**src/rtl/wcomp_bist_pkg.sv**
```systemverilog
package wcomp_bist_pkg;

   // Walk sequencer states; one RAM operation per access state
   typedef enum logic [2:0] {
      ST_IDLE,
      ST_WR_COMP,   // write inverse pattern at k
      ST_RD_PREV,   // read back k-1
      ST_WR_TRUE,   // rewrite k-1 with its plain index
      ST_RD_LAST,   // final read of the top location
      ST_DRAIN,     // wait for the last read data
      ST_FINISH     // done pulse
   } wcomp_state_e;

   // Kind of access issued in the current cycle
   typedef enum logic [1:0] {
      OP_NONE,
      OP_WRITE,
      OP_READ
   } wcomp_op_e;

endpackage

```
**src/rtl/wcomp_pattern.sv**
```systemverilog
// Maps an address to the inverse and plain data words of width DW.
module wcomp_pattern #(
   parameter int AW = 4,
   parameter int DW = 8
) (
   input  logic [AW-1:0] addr,
   output logic [DW-1:0] inv_word,
   output logic [DW-1:0] plain_word
);

   logic [DW-1:0] fitted;

   generate
      if (DW > AW) begin : g_extend
         assign fitted = {{(DW-AW){1'b0}}, addr};
      end else if (DW == AW) begin : g_same
         assign fitted = addr;
      end else begin : g_trunc
         logic [AW-DW-1:0] dropped;
         assign fitted  = addr[DW-1:0];
         assign dropped = addr[AW-1:DW];
      end
   endgenerate

   assign plain_word = fitted;
   assign inv_word   = ~fitted;

endmodule

```
**src/rtl/wcomp_seq.sv**
```systemverilog
// Walk sequencer: address pointer, state machine and RAM command decode.
module wcomp_seq
   import wcomp_bist_pkg::*;
#(
   parameter int AW    = 4,
   parameter int DEPTH = 16
) (
   input  logic          clk,
   input  logic          rst,
   input  logic          start,
   input  logic          skip,
   input  logic          target_rw,
   output logic          cmd_en,
   output logic          cmd_we,
   output logic [AW-1:0] cmd_addr,
   output logic          cmd_inv,
   output logic          rd_issue,
   output logic          clear,
   output logic          busy,
   output logic          done
);

   localparam logic [AW-1:0] LAST = AW'(DEPTH - 1);
   localparam logic [AW-1:0] ONE  = AW'(1);

   wcomp_state_e  state_q, state_d;
   logic [AW-1:0] ptr_q, ptr_d;
   logic [AW-1:0] ptr_prev;
   logic          at_last;
   logic          at_first;
   wcomp_op_e     op;

   assign ptr_prev = ptr_q - ONE;
   assign at_last  = (ptr_q == LAST);
   assign at_first = (ptr_q == '0);

   always_comb begin
      state_d = state_q;
      ptr_d   = ptr_q;
      unique case (state_q)
         ST_IDLE: begin
            if (start) begin
               ptr_d = '0;
               if (skip || !target_rw) state_d = ST_FINISH;
               else                    state_d = ST_WR_COMP;
            end
         end
         ST_WR_COMP: begin
            if (!at_first) begin
               state_d = ST_RD_PREV;
            end else if (at_last) begin
               state_d = ST_RD_LAST;
            end else begin
               ptr_d = ptr_q + ONE;
            end
         end
         ST_RD_PREV: state_d = ST_WR_TRUE;
         ST_WR_TRUE: begin
            if (at_last) begin
               state_d = ST_RD_LAST;
            end else begin
               ptr_d   = ptr_q + ONE;
               state_d = ST_WR_COMP;
            end
         end
         ST_RD_LAST: state_d = ST_DRAIN;
         ST_DRAIN:   state_d = ST_FINISH;
         ST_FINISH:  state_d = ST_IDLE;
         default:    state_d = ST_IDLE;
      endcase
   end

   always_ff @(posedge clk) begin
      if (rst) begin
         state_q <= ST_IDLE;
         ptr_q   <= '0;
      end else begin
         state_q <= state_d;
         ptr_q   <= ptr_d;
      end
   end

   // Command decode
   always_comb begin
      op       = OP_NONE;
      cmd_addr = ptr_q;
      cmd_inv  = 1'b1;
      unique case (state_q)
         ST_WR_COMP: op = OP_WRITE;
         ST_RD_PREV: begin
            op       = OP_READ;
            cmd_addr = ptr_prev;
         end
         ST_WR_TRUE: begin
            op       = OP_WRITE;
            cmd_addr = ptr_prev;
            cmd_inv  = 1'b0;
         end
         ST_RD_LAST: op = OP_READ;
         default:    op = OP_NONE;
      endcase
   end

   assign cmd_en   = (op != OP_NONE);
   assign cmd_we   = (op == OP_WRITE);
   assign rd_issue = (op == OP_READ);
   assign clear    = (state_q == ST_IDLE) && start;
   assign busy     = (state_q != ST_IDLE) && (state_q != ST_FINISH);
   assign done     = (state_q == ST_FINISH);

endmodule

```
**src/rtl/wcomp_check.sv**
```systemverilog
// Read-back comparator with one-cycle data alignment, saturating error
// counter and first-failure capture.
module wcomp_check #(
   parameter int AW = 4,
   parameter int DW = 8,
   parameter int CW = 8
) (
   input  logic          clk,
   input  logic          rst,
   input  logic          clear,
   input  logic          rd_issue,
   input  logic [AW-1:0] rd_addr,
   input  logic [DW-1:0] rd_exp,
   input  logic [DW-1:0] rdata,
   output logic [CW-1:0] err_count,
   output logic          fail_valid,
   output logic [AW-1:0] fail_addr,
   output logic [DW-1:0] fail_exp,
   output logic [DW-1:0] fail_obs
);

   localparam logic [CW-1:0] CNT_MAX = {CW{1'b1}};
   localparam logic [CW-1:0] CNT_ONE = CW'(1);

   logic          pend_q;
   logic [AW-1:0] pend_addr_q;
   logic [DW-1:0] pend_exp_q;
   logic          mismatch;

   // Expected word travels alongside the RAM read latency
   always_ff @(posedge clk) begin
      if (rst) begin
         pend_q      <= 1'b0;
         pend_addr_q <= '0;
         pend_exp_q  <= '0;
      end else begin
         pend_q <= rd_issue;
         if (rd_issue) begin
            pend_addr_q <= rd_addr;
            pend_exp_q  <= rd_exp;
         end
      end
   end

   assign mismatch = pend_q && (rdata != pend_exp_q);

   always_ff @(posedge clk) begin
      if (rst || clear) begin
         err_count <= '0;
      end else if (mismatch && (err_count != CNT_MAX)) begin
         err_count <= err_count + CNT_ONE;
      end
   end

   always_ff @(posedge clk) begin
      if (rst || clear) begin
         fail_valid <= 1'b0;
         fail_addr  <= '0;
         fail_exp   <= '0;
         fail_obs   <= '0;
      end else if (mismatch && !fail_valid) begin
         fail_valid <= 1'b1;
         fail_addr  <= pend_addr_q;
         fail_exp   <= pend_exp_q;
         fail_obs   <= rdata;
      end
   end

endmodule

```
**src/rtl/wcomp_bist.sv**
```systemverilog
// Walking complement self-test engine for a single-port synchronous RAM.
module wcomp_bist #(
   parameter int AW    = 4,
   parameter int DEPTH = 16,
   parameter int DW    = 8,
   parameter int CW    = 8
) (
   input  logic          clk,
   input  logic          rst,
   input  logic          start,
   input  logic          skip,
   input  logic          target_rw,
   output logic          mem_en,
   output logic          mem_we,
   output logic [AW-1:0] mem_addr,
   output logic [DW-1:0] mem_wdata,
   input  logic [DW-1:0] mem_rdata,
   output logic          busy,
   output logic          done,
   output logic          pass,
   output logic [CW-1:0] err_count,
   output logic          fail_valid,
   output logic [AW-1:0] fail_addr,
   output logic [DW-1:0] fail_exp,
   output logic [DW-1:0] fail_obs
);

   // Elaboration-time parameter checks
   generate
      if (AW < 1) begin : g_bad_aw
         $error("wcomp_bist: AW must be at least 1");
      end
      if (DW < 1) begin : g_bad_dw
         $error("wcomp_bist: DW must be at least 1");
      end
      if (CW < 1) begin : g_bad_cw
         $error("wcomp_bist: CW must be at least 1");
      end
      if (DEPTH < 1 || DEPTH > (1 << AW)) begin : g_bad_depth
         $error("wcomp_bist: DEPTH must lie in 1 .. 2**AW");
      end
   endgenerate

   logic          cmd_inv;
   logic          rd_issue;
   logic          clear;
   logic [DW-1:0] inv_word;
   logic [DW-1:0] plain_word;

   wcomp_seq #(
      .AW    (AW),
      .DEPTH (DEPTH)
   ) u_seq (
      .clk       (clk),
      .rst       (rst),
      .start     (start),
      .skip      (skip),
      .target_rw (target_rw),
      .cmd_en    (mem_en),
      .cmd_we    (mem_we),
      .cmd_addr  (mem_addr),
      .cmd_inv   (cmd_inv),
      .rd_issue  (rd_issue),
      .clear     (clear),
      .busy      (busy),
      .done      (done)
   );

   wcomp_pattern #(
      .AW (AW),
      .DW (DW)
   ) u_pattern (
      .addr       (mem_addr),
      .inv_word   (inv_word),
      .plain_word (plain_word)
   );

   assign mem_wdata = cmd_inv ? inv_word : plain_word;

   wcomp_check #(
      .AW (AW),
      .DW (DW),
      .CW (CW)
   ) u_check (
      .clk        (clk),
      .rst        (rst),
      .clear      (clear),
      .rd_issue   (rd_issue),
      .rd_addr    (mem_addr),
      .rd_exp     (inv_word),
      .rdata      (mem_rdata),
      .err_count  (err_count),
      .fail_valid (fail_valid),
      .fail_addr  (fail_addr),
      .fail_exp   (fail_exp),
      .fail_obs   (fail_obs)
   );

   assign pass = (err_count == '0);

endmodule

```
**config.mk**
```make
export PLATFORM = sky130hd
export DESIGN_NAME = wcomp_bist
export DESIGN_NICKNAME = d
export VERILOG_FILES = /design/src/rtl/wcomp_bist_pkg.sv /design/src/rtl/wcomp_pattern.sv /design/src/rtl/wcomp_seq.sv /design/src/rtl/wcomp_check.sv /design/src/rtl/wcomp_bist.sv
export SDC_FILE = /design/constraint.sdc
export NUM_CORES = 1
export LEC_CHECK = 0
export BUFFER_PORTS_ARGS = -buffer_cell sky130_fd_sc_hd__buf_2
export CAP_MARGIN = 30
export CORE_MARGIN = 2
export CORE_UTILIZATION = 40
export CTS_BUF_LIST = sky130_fd_sc_hd__clkbuf_16
export DETAILED_ROUTE_END_ITERATION = 8
export GPL_TIMING_DRIVEN = 0
export PLACE_DENSITY = 0.74
export SYNTH_ARGS = -nofsm -noshare
export SYNTH_HDL_FRONTEND = slang
export SYNTH_HIERARCHICAL = 1
export SYNTH_SLANG_ARGS = --single-unit
```
**constraint.sdc**
```tcl
create_clock -name clk -period 2 [get_ports clk]
set_input_delay 0.2 -clock clk [delete_from_list [all_inputs] [get_ports clk]]
set_output_delay 0.2 -clock clk [all_outputs]
set_load 0.01 [all_outputs]
```
==> Yosys cells after proc, flatten, opt, wreduce, memory -nomap -nowiden <==
Index checks and enable logic that the tools add are counted.
{ "word_totals": {"register_bits": 49, "word_cells": 62} }
{ "classes": {"add_sub_neg": 3, "eq_ne": 15, "muxes": 13, "n_bitwise": 1, "n_reduce_logical": 20} }
{ "op_table": {"columns": ["op", "count"], "rows": [
  ["case mux 3 bit (6 select lines)", 1],
  ["two-way mux 4 bit", 4],
  ["two-way mux 3 bit", 5],
  ["case mux 4 bit (3 select lines)", 1],
  ["== test 3 bit, second input constant", 3],
  ["adder 8 x 1 -> 8 bit, second input constant", 1],
  ["zero test 8 bit", 1],
  ["two-way mux 8 bit", 1],
  ["!= test 8 bit", 1],
  ["!= test 8 bit, second input constant", 1],
  ["inverter 4 -> 8 bit", 1],
  ["== test 3 x 2 -> 1 bit, second input constant", 2],
  ["nonzero test 3 bit", 2],
  ["OR reduction 2 bit", 3],
  ["logical AND 1 bit", 5],
  ["adder 4 x 1 -> 4 bit, second input constant", 1],
  ["== test 4 bit, second input constant", 1],
  ["zero test 4 bit", 1],
  ["case mux 2 bit (2 select lines)", 1],
  ["subtractor 4 x 1 -> 4 bit, second input constant", 1],
  ["== test 3 x 1 -> 1 bit, second input constant", 1],
  ["zero test 3 bit", 1],
  ["!= test 3 x 2 -> 1 bit, second input constant", 1],
  ["!= test 3 bit, second input constant", 1],
  ["9 further kinds", 11]
]} }

==> Longest topological paths before layout <==
Gate-level depths: netlist of the first run.
{ "logic_depth": {"word_depth": 5, "mapped_depth": 8} }

==> Modules after synthesis <==
The synthesis of the first run kept the hierarchy.
{ "modules_own_cells": {"columns": ["module", "n_inst", "cells_per_inst", "area_each_um2"], "rows": [
  ["wcomp_check", 1, 176, 1696.6],
  ["wcomp_seq", 1, 75, 570.5],
  ["wcomp_bist", 1, 12, 113.9],
  ["wcomp_pattern", 1, 18, 112.6]
]} }

==> Worst setup path before layout of the first run <==
No wires, ideal clock.
{ "synth_timing": {"kind": "register -> output", "from": "register u_seq.ptr_q[0]", "to": "output port mem_wdata[1]", "arrival_time_ns": 1.581, "t_required_ns": 1.800, "setup_slack_ns": 0.219, "stages_incl_launch_ff": 6, "n_path_buf": 0, "cell_sequence": "dfxtp_1 > inv_1 > ha_1 > o21ai_0 > inv_1 > mux2_2"} }
{ "synth_between": {"elab_chain_cells": 4} }
{ "synth_lines": {"columns": ["item", "line_no", "source"], "rows": [
  ["start, declared", "wcomp_seq.sv:27", "logic [AW-1:0] ptr_q, ptr_d;"],
  ["start signal, assigned", "wcomp_seq.sv:79", "ptr_q <= ptr_d;"],
  ["subtractor 4 x 1 -> 4 bit", "wcomp_seq.sv:33", "assign ptr_prev = ptr_q - ONE;"],
  ["two-way mux 4 bit", "wcomp_seq.sv:88", "unique case (state_q)"],
  ["net mem_addr[1]", "wcomp_bist.sv:15", "output logic [AW-1:0] mem_addr,"],
  ["inverter 4 -> 8 bit", "wcomp_pattern.sv:26", "assign inv_word = ~fitted;"],
  ["net inv_word[1]", "wcomp_bist.sv:47", "logic [DW-1:0] inv_word;"],
  ["two-way mux 8 bit", "wcomp_bist.sv:78", "assign mem_wdata = cmd_inv ? inv_word : plain_word;"],
  ["end, declared", "wcomp_bist.sv:16", "output logic [DW-1:0] mem_wdata,"]
]} }
The timed path passes the listed nets, and every way through them passes these cells.

==> Worst setup path in the final report of the first run <==
{ "layout_timing": {"from": "register u_seq.state_q[1]", "to": "output port mem_wdata[2]"} }
{ "layout_between": {"elab_chain_cells": 5, "word_cells_on_any_way": 6, "cone_classes": "2 x eq/ne; 2 x mux; 1 x bitwise; 1 x reduce/logical"} }
{ "layout_lines": {"columns": ["item", "line_no", "source"], "rows": [
  ["start, declared", "wcomp_seq.sv:26", "wcomp_state_e state_q, state_d;"],
  ["start signal, assigned", "wcomp_seq.sv:78", "state_q <= state_d;"],
  ["== test 3 x 2 -> 1 bit", "wcomp_seq.sv:88", null],
  ["OR reduction 2 bit (no source line) *", null, null],
  ["two-way mux 4 bit *", "wcomp_seq.sv:88", null],
  ["net plain_word[2]", "wcomp_bist.sv:48", "logic [DW-1:0] plain_word;"],
  ["inverter 4 -> 8 bit", "wcomp_pattern.sv:26", null],
  ["two-way mux 8 bit *", "wcomp_bist.sv:78", null]
]} }
The timed path passes the listed nets; every way through them passes the cells marked *.

==> impl_metrics.py, run 1 <==
metrics = {
    "pwr": {
        "power.density_nw_per_um2": 1350,
        "pwr-share-seq_pct": 29.8,
        "switchingPower_mw": 1.76,
        "leakage_nw": 1.49,
        "p_clk_share_pct": 19.8,
        "p_comb_share_pct": 50.4,
        "peakVddDrop_mv": 0.680,
        "p_sw_share_pct": 39.8,
        "p_int_mw": 2.67,
    },
    "floorplan": {
        "chipHeight_um": 83.0,
        "io_pins": 59,
        "dieArea_um2": 6880,
        "rows": 28,
        "die_x_um": 83.0,
        "core-area_um2": 5960,
        "start_util_pct": 41.9,
    },
    "routing": {
        "vias": 2304,
        "firstDrtPassIters": 4,
        "via_per_inst": 5.26,
        "drtAntennaViolNets": 0,
        "drtIter0Drc": 138,
        "totalWireLength_mm": 6.34,
        "wl_per_cell_um": 14.5,
        "drc": 0,
    },
    "placed_design": {
        "port_buffers": 58,
        "place.gp.congestion": 0.774,
        "hpwl_mm": 4.36,
    },
    "layout": {
        "area.growth.synth_to_final_pct": 31.0,
        "final_nets": 378,
        "drive_gt1_share_pct": 36.9,
        "diodes": 0,
        "post-route-util_pct": 54.9,
    },
    "synth": {
        "syn_area_um2": 2490,
        "synthFlopType": "dfxtp_1",
        "synth_seq_cells": 49,
        "netlist.area_leader.share_pct": 39.3,
        "synth_edf_count": 0,
        "syn_avg_cell_area_um2": 8.87,
        "synth_area_leader_cell": "dfxtp_1",
        "synthCells": 281,
        "yosysSeqAreaShare_pct": 39.3,
        "synthTopCellsByArea": "dfxtp_1, mux2i_1, nor2_1",
        "yosys_warnings": 6,
        "yosys-top-cells-count": "dfxtp_1, nor2_1, mux2i_1, nand2_1, buf_4",
        "ys_types": 50,
        "synthArstFlopShare_pct": 0,
        "yosysMostFrequentCell": "dfxtp_1",
    },
    "timing": {
        "hold_viol": 0,
        "min_period_ps": 1960,
        "holdWs_ps": 159,
        "setup_viol": 0,
        "tightest_slew_ps": 529,
        "fin_tns_setup_ps": 0,
        "slew_violations": 0,
        "clock_skew_ps": 10.2,
        "slew_headroom_pct": 64.4,
        "timing.fmax_mhz": 511,
        "period_share_pct": 97.9,
    },
    "critical_path": {
        "cp.arrival_ps": 1760,
        "reg2reg_from": "u_check/pend_exp_q[3]",
        "reg2reg_to": "u_check/err_count[7]",
        "r2r_slack_ps": 110,
        "crit_fanout": 6,
        "startpoint": "u_seq/state_q[1]",
        "ff2ff_path_depth": 6,
        "crit_end": "mem_wdata[2]",
        "crit_type": "register to primary output",
        "cp-start-kind": "register",
        "worstPathRequired_ps": 1800,
        "cp-end-kind": "primary output",
    },
    "clocking": {
        "cts_buffer_depth": 2,
        "clk_pin_slew_ps": 70,
        "clk_latency_ps": 290,
        "root_buffer": "clkbuf_16",
        "cts_tree": "built",
        "cts_made_buffers": 5,
        "cts_hold_buf": 0,
        "htreeDepth": 2,
        "clock-sinks": 49,
    },
    "global_routing": {
        "grt-ovfl-total": 0,
        "track_usage_pct": 17.8,
        "grt_max_degree": 19,
        "antenna_found_initial": 0,
        "grt_pass1_wl_mm": 10.2,
        "grt_pass1_vias": 2195,
    },
    "status": {
        "status": "finished, final reports clean",
    },
    "run": {
        "max-cap-violations": 0,
    },
    "hold_path": {
        "hold_path.class": "primary input to register",
    },
}
[registers in the layout, summed over array words and instances, names as in the netlist]
signal               count
u_check/fail_valid       1
u_check/pend_exp_q       8
u_check/fail_addr        4
u_check/fail_obs         8
u_check/pend_addr_q      4
u_check/pend_q           1
u_seq/state_q            3
u_check/fail_exp         8
u_check/err_count        8
u_seq/ptr_q              4
[worst min path at each step]
stage | startpoint | cells past startpoint | endpoint
floorplan | rst | 1 | u_check/pend_q
global placement | rst | 2 | u_check/pend_addr_q[3]
global route | rst | 2 | u_check/pend_q
detailed placement | rst | 2 | u_check/pend_q
finish | rst | 2 | u_check/pend_q
CTS | rst | 2 | u_check/pend_q
[cell usage in the layout (no fill, tap or decap), types with 8 or more instances in the layout]
cell type,n
xor2_1,8
nand3_1,10
nor2_1,41
inv_1,9
nand2_1,14
conb_1,8
buf_4,23
mux2i_1,28
buf_2,59
dfxtp_1,45
[final cells by class]
type                    count  area (um^2)
fillers                   574         2690
well taps                  75         93.8
clock inverters             3         28.8
clock buffers               5          125
inverters                  13         56.3
plain buffers              28          188
flip-flops and latches     49          991
multi-input cells         197         1410
repair buffers             68          378
[worst max-delay path: stages (launching register included)]
cell     delay, ps
dfxtp_2        350
buf_6          140
inv_6           50
nor2_4         130
nand2_2        110
xnor2_4        160
buf_6          140
mux2_4         260
buf_6          120
[timing repair]
item	in CTS	in global routing
cloned	0	0
pin swaps	4	4
endpoints found under the setup margin	11	31
setup buffers	10	0
gates resized for setup	21	18
[metal layers]
layer	GRT usage [%]	up-vias	routed length, um
li1	-	1115	-
met2	30.5	93	3140
met3	4.17	15	395
met5	0	-	0
met1	21.3	1081	2690
met4	7.15	0	117
[power groups by stage]
stage,Combinational (mW),Sequential (mW),Clock [mW]
global placement,1.81,1.31,0
floorplan,1.36,1.30,0
global route,2.40,1.34,0.943
finish,2.23,1.32,0.876
detailed placement,1.86,1.32,0
CTS,2.09,1.31,0.893
[kinds of logic after synthesis]
logic type / synth area share, %
XOR/XNOR: 4.57
AND/OR/NAND/NOR: 19.0
multiplexers: 14.9
AO/OA/AOI/OAI: 11.4
adder cells (fa/ha/maj): 1.51
flip-flops: 39.3
other: 0.301
buffers and inverters: 9.03
[stage by stage]
step	worst slack [ps]	instances	area [um^2]	power, mW
floorplan	219	287	2520	2.67
global placement	19.3	420	2900	3.13
detailed placement	-15.6	420	2900	3.18
CTS	-12.3	438	3200	4.30
global route	-6.98	438	3270	4.69
finish	42.1	438	3270	4.42
(Power assumes the default switching activity.)
==> inputs of run 2 (changes only) <==
--- a/config.mk
+++ b/config.mk
@@ -7,6 +7,7 @@
 export LEC_CHECK = 0
 export BUFFER_PORTS_ARGS = -buffer_cell sky130_fd_sc_hd__buf_2
 export CAP_MARGIN = 30
+export CORE_ASPECT_RATIO = 2
 export CORE_MARGIN = 2
 export CORE_UTILIZATION = 40
 export CTS_BUF_LIST = sky130_fd_sc_hd__clkbuf_16
==> run 2 against run 1 <==
Clock power increased by 5.6%; die area increased by 0.56%; global-route usage up 1.0 points; maximum frequency up 1.1%; flip-flop and latch count is the same; sequential power about the same; clock skew shrank 3.5 ps; critical path type unchanged; largest power group unchanged.
==> impl_metrics.py, run 2 (synthesis results as in run 1) <==
metrics = {
    "status": {
        "status": "finished, final reports clean",
    },
    "floorplan": {
        "start_util_pct": 41.5,
        "chipHeight_um": 116,
        "core-area_um2": 6010,
        "dieArea_um2": 6920,
        "rows": 40,
        "die_x_um": 59.8,
        "io_pins": 59,
    },
    "routing": {
        "drtIter0Drc": 68,
        "totalWireLength_mm": 6.32,
        "firstDrtPassIters": 4,
        "via_per_inst": 5.25,
        "wl_per_cell_um": 14.9,
        "vias": 2227,
        "drc": 0,
        "drtAntennaViolNets": 0,
    },
    "layout": {
        "diodes": 0,
        "area.growth.synth_to_final_pct": 30.2,
        "final_cell_mix": "buf_2, dfxtp_1, nor2_1",
        "final_nets": 376,
        "design_area_um2": 3250,
        "final.fill_count": 566,
        "drive_gt1_share_pct": 36.0,
        "layout_commonest_cell": "buf_2",
    },
    "global_routing": {
        "antenna_found_initial": 0,
        "track_usage_pct": 18.8,
        "grt_pass1_vias": 2195,
        "grt-ovfl-total": 0,
        "grt_pass1_wl_mm": 9.85,
        "grt_max_degree": 15,
    },
    "critical_path": {
        "cp.arrival_ps": 1740,
        "cp-start-kind": "register",
        "cp-end-kind": "primary output",
        "crit_type": "register to primary output",
        "worstPathRequired_ps": 1800,
        "crit_fanout": 6,
    },
    "pwr": {
        "power.density_nw_per_um2": 1370,
        "leakage_nw": 1.48,
        "peakVddDrop_mv": 0.817,
        "p_total_mw": 4.44,
    },
    "clocking": {
        "clk_pin_slew_ps": 70,
        "htreeDepth": 2,
        "clock-sinks": 49,
        "clk_latency_ps": 280,
        "cts_tree": "built",
        "cts_made_buffers": 5,
        "cts_hold_buf": 0,
        "root_buffer": "clkbuf_16",
        "cts_buffer_depth": 2,
    },
    "timing": {
        "clock_skew_ps": 6.78,
        "timing.fmax_mhz": 516,
        "period_share_pct": 96.8,
        "rsz0062_at_grt": "true",
        "hold_viol": 0,
        "setup_viol": 0,
        "slew_violations": 0,
        "min_period_ps": 1940,
    },
    "placed_design": {
        "hpwl_mm": 4.63,
        "port_buffers": 58,
        "place_area_um2": 2890,
        "place.gp.congestion": 0.863,
    },
    "run": {
        "max-cap-violations": 0,
    },
    "hold_path": {
        "hold_path.class": "primary input to register",
    },
}
-- run 2: cell count changes in the layout (fill, tap and decap cells not counted), sizes merged --
cell / previous run / this run
clkbuf: 14 / 12
bufinv: 0 / 1
inv: 15 / 14
-- run 2: path summary, 6_finish.rpt --
| kind | to | from | slack, ps | depth (start not counted) |
|---|---|---|---|---|
| max | mem_wdata[1] | u_seq/state_q[2] | 60 | 9 |
| min | u_check/pend_q | rst | 170 | 2 |
| max reg2reg | u_check/fail_exp[3] | u_seq/state_q[0] | 170 | 6 |
| min reg2reg | u_check/fail_addr[1] | u_check/fail_addr[1] | 460 | 2 |
-- run 2: repair_timing --
action	in CTS	in global routing
resized for setup	21	16
setup buffers	7	1
endpoints found under the setup margin	16	25
pin swaps	4	4
-- run 2: layout make-up --
class | count | area, um^2 | share of cell area [%]
clock inverter | 3 | 37.5 | 1.16
buffer | 28 | 185 | 5.71
tap | 63 | 78.8 | 2.43
clock buffer | 5 | 125 | 3.86
inverter | 13 | 53.8 | 1.66
sequential | 49 | 987 | 30.4
multi-input combinational | 197 | 1420 | 43.6
timing repair buffer | 66 | 363 | 11.2
-- run 2: critical path: stages, from the launching register on --
cell and delay (ps):
dfxtp_2 340, buf_8 140, inv_4 60, nand2_4 60, buf_4 160, nand2_2 100
o21ai_4 80, buf_4 130, mux2_2 250, buf_2 140
-- run 2: stage by stage --
step	worst slack, ps	TNS [ps]	cells	hold slack [ps]	utilization [%]
global placement	-39.3	-39.3	408	457	48.0
detailed placement	-65.1	-110	408	452	48.0
floorplan	219	0	287	272	-
finish	63.2	0	424	171	54.0
CTS	-49.0	-49.0	423	165	52.9
global route	-5.14	-5.14	424	181	54.0
-- run 2: per-layer routing --
| layer | global-route usage (%) | wire length [um] | up-vias |
|---|---|---|---|
| met3 | 3.79 | 287 | 22 |
| met1 | 17.6 | 2190 | 1022 |
| li1 | - | - | 1111 |
| met5 | 0 | 0 | - |
| met2 | 36.2 | 3530 | 72 |
| met4 | 9.04 | 311 | 0 |
-- run 2: power by group --
part           total (mW)  switching (mW)  internal (mW)
Combinational        2.20            1.18           1.01
Sequential           1.32           0.161           1.16
Clock               0.925           0.344          0.581
Total                4.44            1.69           2.75
